**config.mk**
```make
export PLATFORM = sky130hd
export DESIGN_NAME = pldmc_top
export DESIGN_NICKNAME = d
export VERILOG_FILES = /design/src/rtl/pldmc_pkg.sv /design/src/rtl/pldmc_clk_pick.sv /design/src/rtl/pldmc_reg_next.sv /design/src/rtl/pldmc_out_sel.sv /design/src/rtl/pldmc_top.sv
export SDC_FILE = /design/constraint.sdc
export NUM_CORES = 1
export LEC_CHECK = 0
export BUFFER_PORTS_ARGS = -buffer_cell sky130_fd_sc_hd__buf_2
export CORE_AREA = 2 2 39 41
export CTS_CLUSTER_DIAMETER = 150
export CTS_CLUSTER_SIZE = 8
export DETAILED_ROUTE_END_ITERATION = 10
export DIE_AREA = 0 0 41 43
export GPL_ROUTABILITY_DRIVEN = 0
export PLACE_DENSITY = 0.6
export SETUP_SLACK_MARGIN = 0.5
export SYNTH_ARGS = -nofsm -noshare
export SYNTH_HDL_FRONTEND = slang
export SYNTH_SLANG_ARGS = --single-unit
```
**constraint.sdc**
```tcl
create_clock -name clk -period 1.1 [get_ports clk]
set_input_delay 0.22 -clock clk [delete_from_list [all_inputs] [get_ports clk]]
set_output_delay 0.22 -clock clk [all_outputs]
set_load 0.1 [all_outputs]
```
**src/rtl/pldmc_pkg.sv**
```systemverilog
package pldmc_pkg;
    localparam int NREG  = 2;
    localparam int SEL_W = (NREG > 1) ? $clog2(NREG) : 1;

    typedef struct packed {
        logic [NREG-1:0] q;
        logic [NREG-1:0] src_prev;
    } mc_state_t;
endpackage

```
**src/rtl/pldmc_clk_pick.sv**
```systemverilog
module pldmc_clk_pick (
    input  logic pt_clk,
    input  logic pin_clk,
    input  logic use_pin,
    input  logic src_prev,
    output logic src_now,
    output logic clk_edge
);
    always_comb begin
        src_now  = use_pin ? pin_clk : pt_clk;
        clk_edge = src_now & ~src_prev;
    end
endmodule

```
**src/rtl/pldmc_reg_next.sv**
```systemverilog
module pldmc_reg_next (
    input  logic q,
    input  logic data,
    input  logic clk_edge,
    input  logic t_mode,
    input  logic preset,
    input  logic preload_en,
    input  logic preload_hit,
    input  logic pad_level,
    input  logic arst,
    output logic q_next
);
    always_comb begin
        q_next = q;
        if (clk_edge) begin
            if (preload_en) begin
                q_next = preload_hit ? pad_level : q;
            end else if (preset) begin
                q_next = 1'b1;
            end else if (t_mode) begin
                q_next = q ^ data;
            end else begin
                q_next = data;
            end
        end
        if (arst) begin
            q_next = 1'b0;
        end
    end
endmodule

```
**src/rtl/pldmc_out_sel.sv**
```systemverilog
module pldmc_out_sel #(
    parameter int NREG = 2
) (
    input  logic [NREG-1:0] sum_term,
    input  logic            q0_eff,
    input  logic            combine,
    input  logic            registered,
    input  logic            invert,
    output logic [NREG-1:0] reg_data,
    output logic            out_val
);
    logic head_data;

    always_comb begin
        head_data = combine ? (|sum_term) : sum_term[0];
        reg_data  = sum_term;
        reg_data[0] = head_data;
        out_val   = (registered ? q0_eff : head_data) ^ invert;
    end
endmodule

```
**src/rtl/pldmc_top.sv**
```systemverilog
module pldmc_top
    import pldmc_pkg::*;
(
    input  logic             clk,
    input  logic             rst_n,
    input  logic [NREG-1:0]  sum_term,
    input  logic [NREG-1:0]  pt_clk,
    input  logic             pin_clk,
    input  logic [NREG-1:0]  arst_pt,
    input  logic             sync_preset,
    input  logic             oe_pt,
    input  logic [NREG-1:0]  cfg_toggle,
    input  logic [NREG-1:0]  cfg_pin_clk,
    input  logic             cfg_regout,
    input  logic             cfg_combine,
    input  logic             cfg_invert,
    input  logic             preload_en,
    input  logic [SEL_W-1:0] preload_sel,
    input  logic             pad_in,
    output logic             pad_out,
    output logic             pad_oe,
    output logic [NREG-1:0]  fb_reg,
    output logic             fb_pin
);
    mc_state_t state_d, state_q;

    logic [NREG-1:0] src_w;
    logic [NREG-1:0] edge_w;
    logic [NREG-1:0] data_w;
    logic [NREG-1:0] qn_w;

    for (genvar g = 0; g < NREG; g++) begin : g_reg
        pldmc_clk_pick u_pick (
            .pt_clk   (pt_clk[g]),
            .pin_clk  (pin_clk),
            .use_pin  (cfg_pin_clk[g]),
            .src_prev (state_q.src_prev[g]),
            .src_now  (src_w[g]),
            .clk_edge (edge_w[g])
        );

        pldmc_reg_next u_next (
            .q           (state_q.q[g]),
            .data        (data_w[g]),
            .clk_edge    (edge_w[g]),
            .t_mode      (cfg_toggle[g]),
            .preset      (sync_preset),
            .preload_en  (preload_en),
            .preload_hit (preload_sel == SEL_W'(g)),
            .pad_level   (pad_in),
            .arst        (arst_pt[g]),
            .q_next      (qn_w[g])
        );


        arst_clear_chk: assert property (@(posedge clk) disable iff (!rst_n)
            arst_pt[g] |=> !state_q.q[g]);


        no_edge_hold_chk: assert property (@(posedge clk) disable iff (!rst_n)
            (!edge_w[g] && !arst_pt[g]) |=> $stable(state_q.q[g]));


        d_capture_chk: assert property (@(posedge clk) disable iff (!rst_n)
            (edge_w[g] && !cfg_toggle[g] && !sync_preset && !preload_en && !arst_pt[g])
            |=> state_q.q[g] == $past(data_w[g]));


        preset_set_chk: assert property (@(posedge clk) disable iff (!rst_n)
            (edge_w[g] && sync_preset && !preload_en && !arst_pt[g]) |=> state_q.q[g]);


        preload_other_hold_chk: assert property (@(posedge clk) disable iff (!rst_n)
            (preload_en && preload_sel != SEL_W'(g) && !arst_pt[g])
            |=> $stable(state_q.q[g]));
    end

    pldmc_out_sel #(.NREG(NREG)) u_out (
        .sum_term   (sum_term),
        .q0_eff     (fb_reg[0]),
        .combine    (cfg_combine),
        .registered (cfg_regout),
        .invert     (cfg_invert),
        .reg_data   (data_w),
        .out_val    (pad_out)
    );

    always_comb begin
        state_d          = state_q;
        state_d.q        = qn_w;
        state_d.src_prev = src_w;
    end

    always_ff @(posedge clk or negedge rst_n) begin
        if (!rst_n) begin
            state_q <= '0;
        end else begin
            state_q <= state_d;
        end
    end

    assign fb_reg = state_q.q & ~arst_pt;
    assign pad_oe = oe_pt;
    assign fb_pin = pad_in;


    oe_follow_chk: assert property (@(posedge clk) disable iff (!rst_n)
        pad_oe == oe_pt);
endmodule

```
* Word level (Yosys, flattened, before mapping)
Cells that the tools add are included.
Operators by class: add/subtract/negate cells 0, multipliers 0, divide/modulo/power cells 0, magnitude comparators 0, equality and inequality tests 2, shift operators 0, mux-type cells 16, bitwise gates (word level) 9, reduce and logical (&&, ||, !) cells 5
Operator list (count):
- 2-to-1 mux 1 bit | 16
- AND reduction 2 bit | 2
- nonzero test 2 bit | 2
- != test 3 x 2 -> 1 bit, second input constant | 1
- != test 3 bit, second input constant | 1
- bitwise XOR 1 bit | 3
- bitwise AND 1 bit | 2
- bitwise AND 2 bit | 1
- inverter 1 bit | 2
- inverter 2 bit | 1
- OR reduction 2 bit | 1
Storage, ports and cells: register bits 4, latch bits 0, memory bits (writable) 0, bits in read-only memories 0, bits of input ports 21, output and inout port bits 5, logic and storage cells 35, memories 0

* Logic depth before layout (Yosys ltp)
depth after elaboration 8, depth in mapped cells 4, mapped depth without buffers 4

* Hierarchy
From an unflattened synthesis, not the netlist that was laid out.
Second synthesis, totals: cell total of the unflattened synthesis 34, area total of the unflattened synthesis 345.3 µm²
Modules (own cells, without submodules):
- pldmc_top | times used 1, cells an instance 9, area an instance 146.4 µm²
- pldmc_reg_next | times used 2, cells an instance 8, area an instance 50.0 µm²
- pldmc_clk_pick | times used 2, cells an instance 2, area an instance 28.8 µm²
- pldmc_out_sel | times used 1, cells an instance 5, area an instance 41.3 µm²

* Least setup slack after synthesis
Ideal clock, no wire load.
kind register -> output, start register state_q[2] (netlist name), end output port pad_out, data arrival time 2.006 ns, required time 0.880 ns, setup slack -1.126 ns, cell stages (with the launch flop) 4, path buffers 0, cells stage by stage dfrtp_1 > nand2b_1 > mux2i_1 > xor2_1
On the way: cells in the longest elaborated chain, start to end 3
Ends and longest elaborated chain:
- from (decl) | RTL line pldmc_top.sv:25 | mc_state_t state_d, state_q;
- from (signal assigned) | RTL line pldmc_top.sv:98 | state_q <= state_d;
- bitwise AND 2 bit | RTL line pldmc_top.sv:102 | assign fb_reg = state_q.q & ~arst_pt;
- 2-to-1 mux 1 bit | RTL line pldmc_out_sel.sv:18 | out_val = (registered ? q0_eff : head_data) ^ invert;
- bitwise XOR 1 bit | RTL line pldmc_out_sel.sv:18
- to (decl) | RTL line pldmc_top.sv:20 | output logic pad_out,
No other way between the ends.

* Worst setup path in the final report
Same ends and word-level chain as after synthesis.

==> reports/metrics.yaml <==
status: "finished with violations"
failed_checks: "setup timing"
grt_overflow: 0
place_area_um2: 513
synthCells: 31
crit_path_max_fanout: 2
hpwl_um: 614
tightest_slew_ns: 0.216
cts_buffers: 3
ys_seq_area_share_pct: 34.9
h-tree-depth: 1
vias_per_cell: 4.21
die_h_um: 43
initial_utilization_pct: 20.7
r2r_start: "state_q[2]"
yosys_warnings: 0
grt_antenna_before_repair: 0
slew_violations: 0
io_pins: 26
clock_latency_ns: 0.23
highest_layer: "met3"
max_flop_register: "state_q"
hold_depth: 2
ys_ff_latch: 4
final_antenna_net_count: 0
irDropWorstVdd_uv: 423
synth.area.top_cells: "dfrtp_1 (35%), xor2_1 (9.2%), buf_4 (7.9%), mux2_2 (7.9%), nor2b_1 (4.4%)"
min_path_type: "input port to flop"
power_density_nw_per_um2: 1000
post-synth-top-count-cell: "dfrtp_1"
synth_top_area_share_pct: 34.9
fmax_mhz: 675
fin_skew_ns: 0.0000752
design.core.area_um2: 1380
drcViolationCount: 0
reg_top3: "state_q x4"
clkTransAtPathRegs_ns: 0.04
ff2ff_setup_slack_ns: -0.27
drt-total-wl_um: 704
dieArea_um2: 1760
cp-end-kind: "output pin"
worst-setup-path-type: "flop to output pin"
slew_headroom_pct: 85.3
synth_edf_count: 0
final_area_um2: 601
rsz0062_at_grt: "yes"
worst_r2r_endpoint: "state_q[2]"
dr_wl_met3_um: 79
portBuffers: 23
rows: 14
synth_area_um2: 287
cpMaxStageDelayCell: "dfrtp_1"
syn_to_final_growth_pct: 110
largest_register_ffs: 4
met2_length_um: 383
num_antenna_cells: 0
crit_chain: "nand2b_4, mux2i_4, xor2_4, buf_12"
leakagePower_nw: 0.292
finalSetupViolCount: 4
wl_met1_um: 241
grt_max_degree: 6
drive_above_1_share_pct: 69.5
critPathArrivalTime_ns: 1.26
drv_cap: 0
first_pass_iters: 1
fin_crit_sh_pct: 135
grt_first_pass_wirelength_um: 1010
cp_slowest_stage_delay_ns: 0.38
die_w_um: 41
synth.distinct_cells: 18
setup_ws_ns: -0.383
nNetsFinal: 82
cts_tree: "yes"
min_to: "state_q[0]"
worstPathRequired_ns: 0.88
cts_root_buffer: "clkbuf_4"
first_iter_violations: 0
cts.sinks: 4
async_flop_share_pct: 100
cts_buffer_depth: 2
ys.flop_type: "dfrtp_1"
worstHoldStart: "pt_clk[0]"
routedWlPerCell_um: 9.39
cp-start-kind: "flop"
reg2regPathDepth: 6
avgSynthCellArea_um2: 9.24
vias: 316
synth_commonest_cells: "dfrtp_1 (4), buf_4 (3), nand2_1 (3), xor2_1 (3)"
fin_tns_setup_ns: -0.852
grtUsageTotal_pct: 8.68
fin_crit_ns: 1.48
yosysTopAreaCell: "dfrtp_1"
syn_nets: 52
grt_pass1_vias: 312
final_hold_viol_count: 0
metal layers:
metal | up-vias | GRT usage [%]
li1 | 157 | -
met1 | 140 | 8.17
met4 | 0 | 8.00
met3 | 0 | 2.09
met5 | - | 0
met2 | 19 | 14.1
worst max-delay path by stage:
stage               cells after the start  endpoint        from
global route                            4   pad_out  state_q[2]
detailed placement                      5   pad_out  arst_pt[0]
finish                                  4   pad_out  state_q[2]
CTS                                     4   pad_out  state_q[2]
global placement                        5   pad_out  arst_pt[0]
floorplan                               3   pad_out  state_q[2]
through the flow:
stage                     worst slack [ns]  instances  power [mW]  hold slack, ns  utilization, %
after floorplan                     -0.370         31       0.334         -0.0756               -
after global placement              -0.199         68       0.400          0.0301            37.1
after detailed placement            -0.225         68       0.403          0.0332            37.1
after CTS                           -0.392         73       0.606           0.225            41.3
after global routing                -0.431         75       0.638           0.225            43.4
final                               -0.383         75       0.604           0.235            43.4
logic make-up (layout without fill, tap and decap cells):
logic type             after synthesis  count (layout)  share of synthesized area, %
multiplexers                         4               4                          15.3
XOR/XNOR                             3               3                          9.17
AND/OR/NAND/NOR                     10              10                          17.9
AO/OA/AOI/OAI                        5               5                          12.2
buffers and inverters                5              33                          10.5
flip-flops                           4               4                          34.9
area by class of cell:
cell class	count	area, um^2
fillers	137	783
repair buffers	28	229
multi-input cells	22	219
flip-flops and latches	4	100
clock buffers	3	22.5
well taps	16	20.0
inverters	2	10.0
placed cells by master, fill, tap and decap left out, drive strengths merged, types with 2 or more instances in the layout:
master / n
clkbuf: 3
nor2b: 2
mux2: 3
buf: 27
dfrtp: 4
nand2: 4
inv: 2
xor2: 3
a21oi: 3
critical path: cells and delay by family, from the launching register on:
family	cells	cell delay [ns]
xor+xnor	1	0.18
buf+inv	1	0.19
flops	1	0.38
mux	1	0.20
simple gates	1	0.08
power by group:
part	switching, mW	internal, mW	leakage (nW)
clock network	0.0551	0.122	0.0138
logic	0.138	0.125	0.228
registers	0.00512	0.159	0.0504
repair_timing:
item	CTS	global route
setup endpoints to repair	6	6
gates resized for setup	4	4
pin swaps	4	1
hold endpoints to repair	4	0
setup buffers	1	2
hold buffers	1	0
(Power assumes the default switching activity.)
